### config.mk
export PLATFORM = sky130hd
export DESIGN_NAME = thermo_step_seq
export DESIGN_NICKNAME = d
export VERILOG_FILES = /design/src/rtl/thermo_step_pkg.sv /design/src/rtl/thermo_step_hyst.sv /design/src/rtl/thermo_step_settle.sv /design/src/rtl/thermo_step_seq.sv
export SDC_FILE = /design/constraint.sdc
export NUM_CORES = 1
export LEC_CHECK = 0
export BUFFER_PORTS_ARGS = -buffer_cell sky130_fd_sc_hd__buf_2
export CAP_MARGIN = 15
export CORE_MARGIN = 1.5
export CORE_UTILIZATION = 68
export CTS_BUF_LIST = sky130_fd_sc_hd__clkbuf_8 sky130_fd_sc_hd__clkbuf_16
export DETAILED_ROUTE_END_ITERATION = 12
export PLACE_DENSITY = 0.9
export SLEW_MARGIN = 20
export SYNTH_ARGS = -nofsm -noshare
export SYNTH_HDL_FRONTEND = slang
export SYNTH_HIERARCHICAL = 1
export SYNTH_SLANG_ARGS = --single-unit
### constraint.sdc
create_clock -name clk -period 10.2 [get_ports clk]
set_input_delay 1.02 -clock clk [delete_from_list [all_inputs] [get_ports clk]]
set_output_delay 1.02 -clock clk [all_outputs]
set_load 0.05 [all_outputs]
### src/rtl/thermo_step_pkg.sv
`timescale 1ns/1ps
// Shared types for the thermal stepper sequencer.
package thermo_step_pkg;
    // Sequencer phase: idle, common heat-up, or one element cooling.
    typedef enum logic [1:0] {
        PH_IDLE = 2'd0,
        PH_HEAT = 2'd1,
        PH_COOL = 2'd2
    } phase_e;
endpackage

### src/rtl/thermo_step_hyst.sv
`timescale 1ns/1ps
// Hysteretic on/off regulator for one heater.
// Assumes: target and hyst are given so that their sum fits in TEMP_W+1 bits.
// The heater is cleared while en is low.
module thermo_step_hyst #(
    parameter int TEMP_W = 12
) (
    input  logic              clk,
    input  logic              rst_n,
    input  logic              en,
    input  logic [TEMP_W-1:0] temp,
    input  logic [TEMP_W-1:0] target,
    input  logic [TEMP_W-1:0] hyst,
    output logic              heat
);
    localparam int EW = TEMP_W + 1;
    logic [EW-1:0] t_w, tgt_w, h_w;
    assign t_w   = {1'b0, temp};
    assign tgt_w = {1'b0, target};
    assign h_w   = {1'b0, hyst};

    // On below the lower threshold, off above the upper threshold, hold between.
    always_ff @(posedge clk) begin
        if (!rst_n)                 heat <= 1'b0;
        else if (!en)               heat <= 1'b0;
        else if (t_w + h_w < tgt_w) heat <= 1'b1;
        else if (t_w > tgt_w + h_w) heat <= 1'b0;
    end
endmodule

### src/rtl/thermo_step_settle.sv
`timescale 1ns/1ps
// Settle and timeout tracker for the current phase.
// It counts consecutive in-band cycles and the age of the phase.
// Both counters clear when the phase ends or when the sequencer is inactive.
module thermo_step_settle #(
    parameter int SETTLE_W = 8,
    parameter int TIME_W   = 16
) (
    input  logic                clk,
    input  logic                rst_n,
    input  logic                active,
    input  logic                in_band,
    input  logic [SETTLE_W-1:0] settle_len,
    input  logic [TIME_W-1:0]   timeout_len,
    output logic                advance,
    output logic                timeout
);
    logic [SETTLE_W-1:0] cnt_q;
    logic [TIME_W-1:0]   age_q;

    // The phase ends when this sample completes the run of in-band samples.
    assign advance = active && in_band &&
                     (({1'b0, cnt_q} + (SETTLE_W+1)'(1)) >= {1'b0, settle_len});
    assign timeout = active && !advance && (age_q >= timeout_len);

    // Consecutive in-band sample counter.
    always_ff @(posedge clk) begin
        if (!rst_n || !active || advance) cnt_q <= '0;
        else if (in_band)                 cnt_q <= cnt_q + SETTLE_W'(1);
        else                              cnt_q <= '0;
    end

    // Cycles spent in the current phase.
    always_ff @(posedge clk) begin
        if (!rst_n || !active || advance) age_q <= '0;
        else if (!timeout)                age_q <= age_q + TIME_W'(1);
    end
endmodule

### src/rtl/thermo_step_seq.sv
`timescale 1ns/1ps
// Thermal stepper sequencer top.
// Each step is a common heat-up of all elements to t_upper, followed by
// cooling the elements one at a time, in index order, to t_upper - t_delta.
// Elements that have already cooled are held at that lower target.
// Assumes t_delta <= t_upper and one reading per element per cycle.
module thermo_step_seq
    import thermo_step_pkg::*;
#(
    parameter int N_ELEM   = 4,
    parameter int TEMP_W   = 12,
    parameter int STEP_W   = 8,
    parameter int SETTLE_W = 8,
    parameter int TIME_W   = 16
) (
    input  logic                       clk,
    input  logic                       rst_n,
    input  logic                       start,
    input  logic                       abort,
    input  logic [STEP_W-1:0]          step_req,
    input  logic [TEMP_W-1:0]          t_upper,
    input  logic [TEMP_W-1:0]          t_delta,
    input  logic [TEMP_W-1:0]          t_limit,
    input  logic [TEMP_W-1:0]          t_hyst,
    input  logic [TEMP_W-1:0]          t_tol,
    input  logic [SETTLE_W-1:0]        settle_len,
    input  logic [TIME_W-1:0]          timeout_len,
    input  logic [N_ELEM*TEMP_W-1:0]   temp_flat,
    output logic [N_ELEM-1:0]          heat_en,
    output logic                       busy,
    output logic                       done,
    output logic                       fault,
    output logic [STEP_W-1:0]          steps_done
);
    localparam int IDX_W = (N_ELEM > 1) ? $clog2(N_ELEM) : 1;
    localparam int EW    = TEMP_W + 1;

    phase_e            phase_q;
    logic [IDX_W-1:0]  idx_q;
    logic [STEP_W-1:0] req_q;
    logic [TEMP_W-1:0] t_lower;
    logic [N_ELEM-1:0] hit, hot, heat_q;
    logic running, band_now, advance, timeout, trip, start_ok;
    logic last_elem, last_step;

    assign t_lower   = t_upper - t_delta;
    assign running   = (phase_q != PH_IDLE);
    assign start_ok  = start && !running;
    assign last_elem = (idx_q == IDX_W'(N_ELEM - 1));
    assign last_step = ((steps_done + STEP_W'(1)) == req_q);

    // One regulator, band check and limit check per element.
    for (genvar g = 0; g < N_ELEM; g++) begin : g_elem
        logic [TEMP_W-1:0] temp_g, tgt_g;
        assign temp_g = temp_flat[g*TEMP_W +: TEMP_W];
        // Elements up to and including the cooling one aim at the lower setpoint.
        assign tgt_g  = (phase_q == PH_COOL && IDX_W'(g) <= idx_q) ? t_lower : t_upper;
        assign hit[g] = ({1'b0, temp_g} + {1'b0, t_tol} >= {1'b0, tgt_g}) &&
                        ({1'b0, temp_g} <= {1'b0, tgt_g} + EW'(t_tol));
        assign hot[g] = (temp_g > t_limit);
        thermo_step_hyst #(.TEMP_W(TEMP_W)) u_reg (
            .clk(clk), .rst_n(rst_n), .en(running),
            .temp(temp_g), .target(tgt_g), .hyst(t_hyst), .heat(heat_q[g])
        );
    end

    // The heat-up watches every element; a cooling phase watches only its element.
    assign band_now = (phase_q == PH_HEAT) ? (&hit) : hit[idx_q];
    assign trip     = running && (abort || (|hot) || timeout);

    thermo_step_settle #(.SETTLE_W(SETTLE_W), .TIME_W(TIME_W)) u_settle (
        .clk(clk), .rst_n(rst_n), .active(running), .in_band(band_now),
        .settle_len(settle_len), .timeout_len(timeout_len),
        .advance(advance), .timeout(timeout)
    );

    assign heat_en = heat_q & {N_ELEM{running}};
    assign busy    = running;

    // Phase sequencing, step counting, done pulse and fault latch.
    always_ff @(posedge clk) begin
        if (!rst_n) begin
            phase_q    <= PH_IDLE;
            idx_q      <= '0;
            req_q      <= '0;
            steps_done <= '0;
            done       <= 1'b0;
            fault      <= 1'b0;
        end else begin
            done <= 1'b0;
            if (start_ok) begin
                fault      <= 1'b0;
                steps_done <= '0;
                req_q      <= step_req;
                idx_q      <= '0;
                if (step_req == '0) done    <= 1'b1;
                else                phase_q <= PH_HEAT;
            end else if (trip) begin
                phase_q <= PH_IDLE;
                fault   <= 1'b1;
            end else if (advance) begin
                case (phase_q)
                    PH_HEAT: begin
                        phase_q <= PH_COOL;
                        idx_q   <= '0;
                    end
                    PH_COOL: begin
                        if (last_elem) begin
                            steps_done <= steps_done + STEP_W'(1);
                            idx_q      <= '0;
                            if (last_step) begin
                                phase_q <= PH_IDLE;
                                done    <= 1'b1;
                            end else begin
                                phase_q <= PH_HEAT;
                            end
                        end else begin
                            idx_q <= idx_q + IDX_W'(1);
                        end
                    end
                    default: phase_q <= PH_IDLE;
                endcase
            end
        end
    end
endmodule

==> impl_metrics.csv, run 1 <==
group,metric,value,unit
cts,clock-sinks,50,
sta,slew_headroom,29.8,%
pwr,p_per_area,82.9,nW/um^2
synthesis,synth_ff_type,"dfxtp_1",
critical_path,worst-setup-path-type,"in -> reg",
pwr,sequentialPowerShare,13.3,%
critical_path,arrival,8.40,ns
cts,cts_inserted_buffers,5,
place,placed_area,18600,um^2
place,dp.cells,2709,
cts,cts.reportedPaths.clkPinSlew,0.07,ns
synthesis,synthTopCellsByCount,"477 x ha_1, 227 x a21oi_1, 222 x inv_1, 133 x nand2_1, 127 x nor2_1",
finish,final_cell_count_no_fill,2719,
sta,hold_ws,0.472,ns
sta,fin_worst_skew,0.0118,ns
drt,drt_iter0_markers,1642,
global_route,grt_max_degree,31,
synthesis,syn_area_per_cell,7.80,um^2
worst_hold_path,hold_class,"reg -> reg",
die,row_count,58,
global_route,gr-total-overflow,0,
pwr,swShare,48.4,%
synthesis,synth_cell_types,77,
sta,rsz0062_at_grt,"no",
critical_path,r2r-start,"phase_q[0]$_SDFFE_PN0P_",
pwr,p_clk_share,13.0,%
synthesis,synth_cells,2236,
drt,via_per_inst,6.60,
global_route,grtUsageTotal,40.5,%
cts,cts-root-buf,"clkbuf_16",
die,start_util,69.3,%
global_route,grt_pass1_wl,85.4,mm
pwr,comb_power_share,73.7,%
drt,drt-pass1-iter-count,6,
cts,postCtsSetupRepairBufs,0,
synthesis,seq_area_frac_synth,5.74,%
synthesis,netlist.area_leader.share,34.2,%
critical_path,cp_top_family,"compound AO/OA/AOI/OAI gates",
finish,final_nets,3024,
sta,min_period,8.19,ns
sta,setup_viol,0,
critical_path,reg2reg_setup_slack,2.69,ns
cts,cts_tree,"yes",
finish,drive_gt1_share,10.4,%
drt,routed_wl,54.9,mm
synthesis,synth.cell_area,17400,um^2
sta,drv_slew,0,
die,io_pins,159,
finish,fillerInstances,1921,
cts,cts.htree.levels,2,
die,die_w,163,um
synthesis,yosysMostFrequentCell,"ha_1",
sta,timing.final.crit_share,80.3,%
synthesis,synth_edf_count,0,
drt,avgRoutedWirePerCell,20.2,um
critical_path,critPathMaxStageDelay,0.48,ns
critical_path,critPathMaxFanout,14,
synthesis,async_flop_share,0,%
synthesis,synth_area_leader_cell,"ha_1",
finish,area_delta_synth_final,7.61,%
synthesis,synth_nets,2874,
synthesis,synth.area.top_cells,"ha_1 34%, a21oi_1 6.5%, xnor2_1 6.0%, dfxtp_1 5.7%, inv_1 4.8%",
worst_hold_path,hold_start,"fault$_SDFFE_PP0P_",
critical_path,startpoint_type,"primary input",
pwr,power.switching,754,uW
cts,hold_buffers,0,
critical_path,reg2regPathDepth,31,
finish,design_area,18800,um^2
critical_path,slowest_stage,"nor4_1",
global_route,grt_pass1_vias,17200,
drt,ant_nets,0,
place,io_buffers,158,
worst_hold_path,whs_path_depth,2,
pwr,internal_power,803,uW
drt,drc,0,
cts,clk_path_buf_depth,2,
cts,cts-resized-gates,0,
die,die_h,163,um
drt,vias,17900,
worst_hold_path,min_to,"fault$_SDFFE_PP0P_",
pwr,p_leak,0.00939,uW
place,hpwl,44.7,mm
outcome,status,"completed",
cts,insertion_delay,0.30,ns
sta,tns,0,ns
critical_path,end_kind,"register",
sta,tightest_slew,1.04,ns
critical_path,cp_num_buf_inv,6,
synthesis,yosys_warnings,6,
die,die-area,26600,um^2
critical_path,cp_common_cell,"a21oi_1",
die,core_area,25200,um^2
critical_path,r2r-end,"steps_done[5]$_SDFFE_PP0P_",
finish,regArea,1000,um^2
job,max_cap_violations,0,
critical_path,required,10.42,ns
sta,fmaxAchievable,122,MHz
synthesis,ys_ff_latch,50,
pwr,ir_drop,84.5,uV
finish,multi_input_area,15500,um^2
place,gp_congestion,0.975,
sta,hold_viol,0,
global_route,antenna_found_initial,0,
## worst reg2reg max path, delay by kind of cell, from the launching register on
kind / cells / cell delay (ns)
AO/OA/AOI/OAI: 12 / 2.65
AND/OR/NAND/NOR: 8 / 1.99
adder cells (fa/ha/maj): 4 / 1.20
buffers and inverters: 6 / 1.07
flip-flops: 1 / 0.38
XOR/XNOR: 1 / 0.15
## how the worst max path moves through the flow
stage | startpoint | to | slack [ns] | cells after the start
6_report | t_upper[0] | steps_done[5]$_SDFFE_PP0P_ | 2.01 | 34
5_1_grt | t_upper[0] | steps_done[5]$_SDFFE_PP0P_ | 1.70 | 33
4_1_cts | t_upper[0] | steps_done[5]$_SDFFE_PP0P_ | 2.33 | 34
3_5_place_dp | t_upper[0] | steps_done[5]$_SDFFE_PP0P_ | 2.08 | 34
3_3_place_gp | t_upper[0] | steps_done[7]$_SDFFE_PP0P_ | 2.19 | 34
2_1_floorplan | t_upper[0] | steps_done[6]$_SDFFE_PP0P_ | 3.19 | 33
## area by class of cell
class                      count  share of cell area [%]
timing repair buffer         166                    4.53
inverter                     222                    4.44
antenna                        2                  0.0267
tap                          330                    2.20
multi-input combinational   1941                    82.6
clock buffer                   5                   0.666
sequential                    50                    5.33
clock inverter                 3                   0.240
## placed cells by master (no fill, tap or decap), types with 13 or more instances in the layout
| cell type | n |
|---|---|
| o21ai_0 | 100 |
| or2_2 | 13 |
| a211o_1 | 15 |
| nor3_1 | 33 |
| xnor2_1 | 120 |
| or4_1 | 15 |
| xor2_1 | 66 |
| a21oi_1 | 227 |
| nand3_1 | 79 |
| nand2b_1 | 36 |
| o31ai_1 | 24 |
| mux2_2 | 26 |
| nand2_1 | 133 |
| o211ai_1 | 26 |
| nor4_1 | 18 |
| fa_1 | 17 |
| o21bai_1 | 25 |
| nor2_1 | 127 |
| ha_1 | 477 |
| inv_1 | 222 |
| buf_2 | 158 |
| o21a_1 | 30 |
| nand4_1 | 34 |
| dfxtp_1 | 50 |
| a211oi_1 | 22 |
| a21o_1 | 63 |
| nor2b_1 | 37 |
## logic make-up (layout without fill, tap and decap cells)
| group | Yosys count | after routing | synth area share [%] |
|---|---|---|---|
| flops | 50 | 50 | 5.74 |
| fa+ha+maj | 494 | 494 | 36.2 |
| compound gates | 646 | 646 | 24.4 |
| simple gates | 579 | 579 | 16.7 |
| buf+inv | 245 | 396 | 5.41 |
| mux | 36 | 36 | 2.25 |
| other cells | 0 | 2 | 0 |
| xor+xnor | 186 | 186 | 9.34 |
## per-layer routing
layer  GRT usage [%]  vias to the layer above  wire [um]
met5               0                        -          0
met1            48.4                     8193      21700
met4            25.6                        0       3910
met2            66.9                      918      23900
met3            7.31                      268       5390
li1                -                     8565          -
## metrics by stage
step	setup WS (ns)	total power [uW]	util, %
after floorplan	3.19	1020	-
after global placement	2.19	1260	73.9
after detailed placement	2.08	1320	73.9
after CTS	2.33	1530	74.5
after global routing	1.70	1690	74.5
final	2.01	1560	74.6
## state kept, by name, indices dropped and copies added, names as in the netlist
signal,cells
idx_q,2
req_q,8
done,1
u_settle/cnt_q,8
g_elem.u_reg/heat,4
u_settle/age_q,16
steps_done,8
fault,1
phase_q,2
## power groups by stage
stage | logic (uW) | registers (uW) | clock network [uW]
2_1_floorplan | 813 | 210 | 0
3_3_place_gp | 1050 | 211 | 0
3_5_place_dp | 1110 | 211 | 0
4_1_cts | 1120 | 207 | 202
5_1_grt | 1270 | 207 | 210
6_report | 1150 | 207 | 202
Power figures use the tool's default switching activity.
==> run 2: changes to the inputs <==
- CORE_UTILIZATION: 68 -> 57
- PLACE_DENSITY: 0.9 -> 0.8
- clock period: 10.2 -> 7 ns (I/O delays scaled with it)
==> run 2 against run 1 <==
  * Non-clock buffer count is 61 higher
  * Global-route usage is 5.4 points lower
  * Register-to-register slack worse by 2.4 ns
  * Largest cell class unchanged
  * Sequential share of layout area is 0.18 points lower
  * Worst setup slack worse by 1.7 ns
  * Flip-flop and latch count stayed put
  * Largest power group unchanged
  * Combinational power is 50% higher
  * Die area is 19% higher
  * Cell count is 4.5% higher
  * Clock-buffer cell count stayed put
  * Sequential power is 45% higher
==> impl_metrics.csv, run 2 (synthesis results as in run 1) <==
group,metric,value,unit
finish,final_cell_mix,"477 x ha_1, 222 x inv_1, 220 x a21oi_1, 158 x buf_2, 133 x nand2_1",
drt,drt_iter0_markers,1459,
global_route,antenna_found_initial,2,
critical_path,critPathMaxStageDelay,0.49,ns
sta,tns,0,ns
finish,final_cell_count_no_fill,2841,
sta,drv_slew,0,
cts,cts.reportedPaths.clkPinSlew,0.08,ns
sta,tightest_slew,0.889,ns
finish,final_common_cell,"ha_1",
global_route,grt_pass1_vias,17000,
global_route,grt_pass1_wl,86.8,mm
place,io_buffers,158,
critical_path,slowest_stage,"or4_1",
critical_path,required,7.26,ns
cts,clock-sinks,50,
die,die-area,31700,um^2
pwr,p_leak,0.00971,uW
drt,avgRoutedWirePerCell,19.8,um
finish,regMostFlops,"u_settle/age_q",
critical_path,worst-setup-path-type,"in -> reg",
critical_path,startpoint_type,"primary input",
finish,largest_register_ffs,16,
pwr,p_per_area,120,nW/um^2
cts,cts_tree,"yes",
critical_path,arrival,6.99,ns
die,row_count,63,
sta,min_period,6.73,ns
global_route,gr-total-overflow,0,
cts,clk_path_buf_depth,2,
die,die_w,178,um
drt,vias,17800,
global_route,grt_max_degree,31,
cts,cts-root-buf,"clkbuf_16",
cts,cts_inserted_buffers,5,
sta,fin_worst_skew,0.0202,ns
drt,routed_wl,56.3,mm
sta,timing.final.crit_share,96.1,%
pwr,ir_drop,89.2,uV
sta,slew_headroom,40.7,%
critical_path,end_kind,"register",
finish,area_delta_synth_final,11.3,%
die,start_util,58.4,%
drt,via_per_inst,6.25,
critical_path,critPathMaxFanout,12,
place,hpwl,46.1,mm
drt,drc,0,
sta,setup_viol,0,
cts,hold_buffers,0,
job,max_cap_violations,0,
drt,drt-pass1-iter-count,5,
die,io_pins,159,
sta,fmaxAchievable,149,MHz
die,die_h,178,um
outcome,status,"completed",
cts,insertion_delay,0.32,ns
critical_path,cp_common_cell,"a21oi_2",
die,core_area,29900,um^2
sta,hold_viol,0,
place,dp.cells,2829,
place,gp_congestion,1.06,
finish,final_nets,3085,
cts,cts.htree.levels,2,
worst_hold_path,hold_class,"reg -> reg",
drt,ant_nets,0,
global_route,grtUsageTotal,35.2,%
finish,drive_gt1_share,13.3,%
[run 2: layout make-up]
type / count / area [um^2]
inverter: 222 / 833
timing repair buffer: 227 / 1330
tap: 390 / 488
sequential: 50 / 1000
fill: 2628 / 10500
multi-input combinational: 1941 / 15600
antenna: 3 / 7.51
clock buffer: 5 / 125
clock inverter: 3 / 43.8
[run 2: metal layers]
metal	up-vias	GRT usage (%)	wire, um
li1	8681	-	-
met1	8153	44.2	23700
met2	739	57.6	24700
met3	195	5.27	4620
met4	0	18.8	3250
met5	-	0	0
[run 2: report_power, final]
group | leakage, uW | internal, uW | switching (uW)
clock | 0.0000842 | 170 | 126
sequential | 0.000405 | 293 | 7.82
combinational | 0.00922 | 751 | 977
total | 0.00971 | 1210 | 1110
[run 2: through the flow]
stage	cell area [um^2]	utilization [%]	total power, uW	setup slack, ns	hold slack (ns)
3_5_place_dp	19100	64.1	1970	-0.220	0.464
3_3_place_gp	19100	64.1	1900	-0.116	0.461
6_report	19400	65.0	2320	0.272	0.477
4_1_cts	19300	64.6	2280	0.0510	0.479
2_1_floorplan	17400	-	1490	0.309	0.447
5_1_grt	19400	65.0	2540	-0.0218	0.515
[run 2: worst paths after layout]
check,start,to,slack [ns],cells past startpoint
worst max-delay path,t_upper[0],steps_done[7]$_SDFFE_PP0P_,0.27,37
worst min-delay path,g_elem[1].u_reg/heat$_SDFFE_PN0P_,g_elem[1].u_reg/heat$_SDFFE_PN0P_,0.48,2
worst max register to register,idx_q[0]$_SDFFE_PP0P_,steps_done[7]$_SDFFE_PP0P_,0.34,28
worst min register to register,g_elem[1].u_reg/heat$_SDFFE_PN0P_,g_elem[1].u_reg/heat$_SDFFE_PN0P_,0.48,2
[run 2: worst max-delay path: cells and delay by family]
| family | cells | cell delay (ns) |
|---|---|---|
| XOR/XNOR | 2 | 0.30 |
| buffers and inverters | 7 | 0.79 |
| AND/OR/NAND/NOR | 6 | 1.35 |
| multiplexers | 1 | 0.28 |
| AO/OA/AOI/OAI | 17 | 2.52 |
| adder cells (fa/ha/maj) | 4 | 1.06 |
[run 2: what timing repair did]
item                                    CTS  global route
endpoints found under the setup margin    0            37
buffers inserted                          0             1
gates resized for setup                   0            23
hold endpoints to repair                  0             0
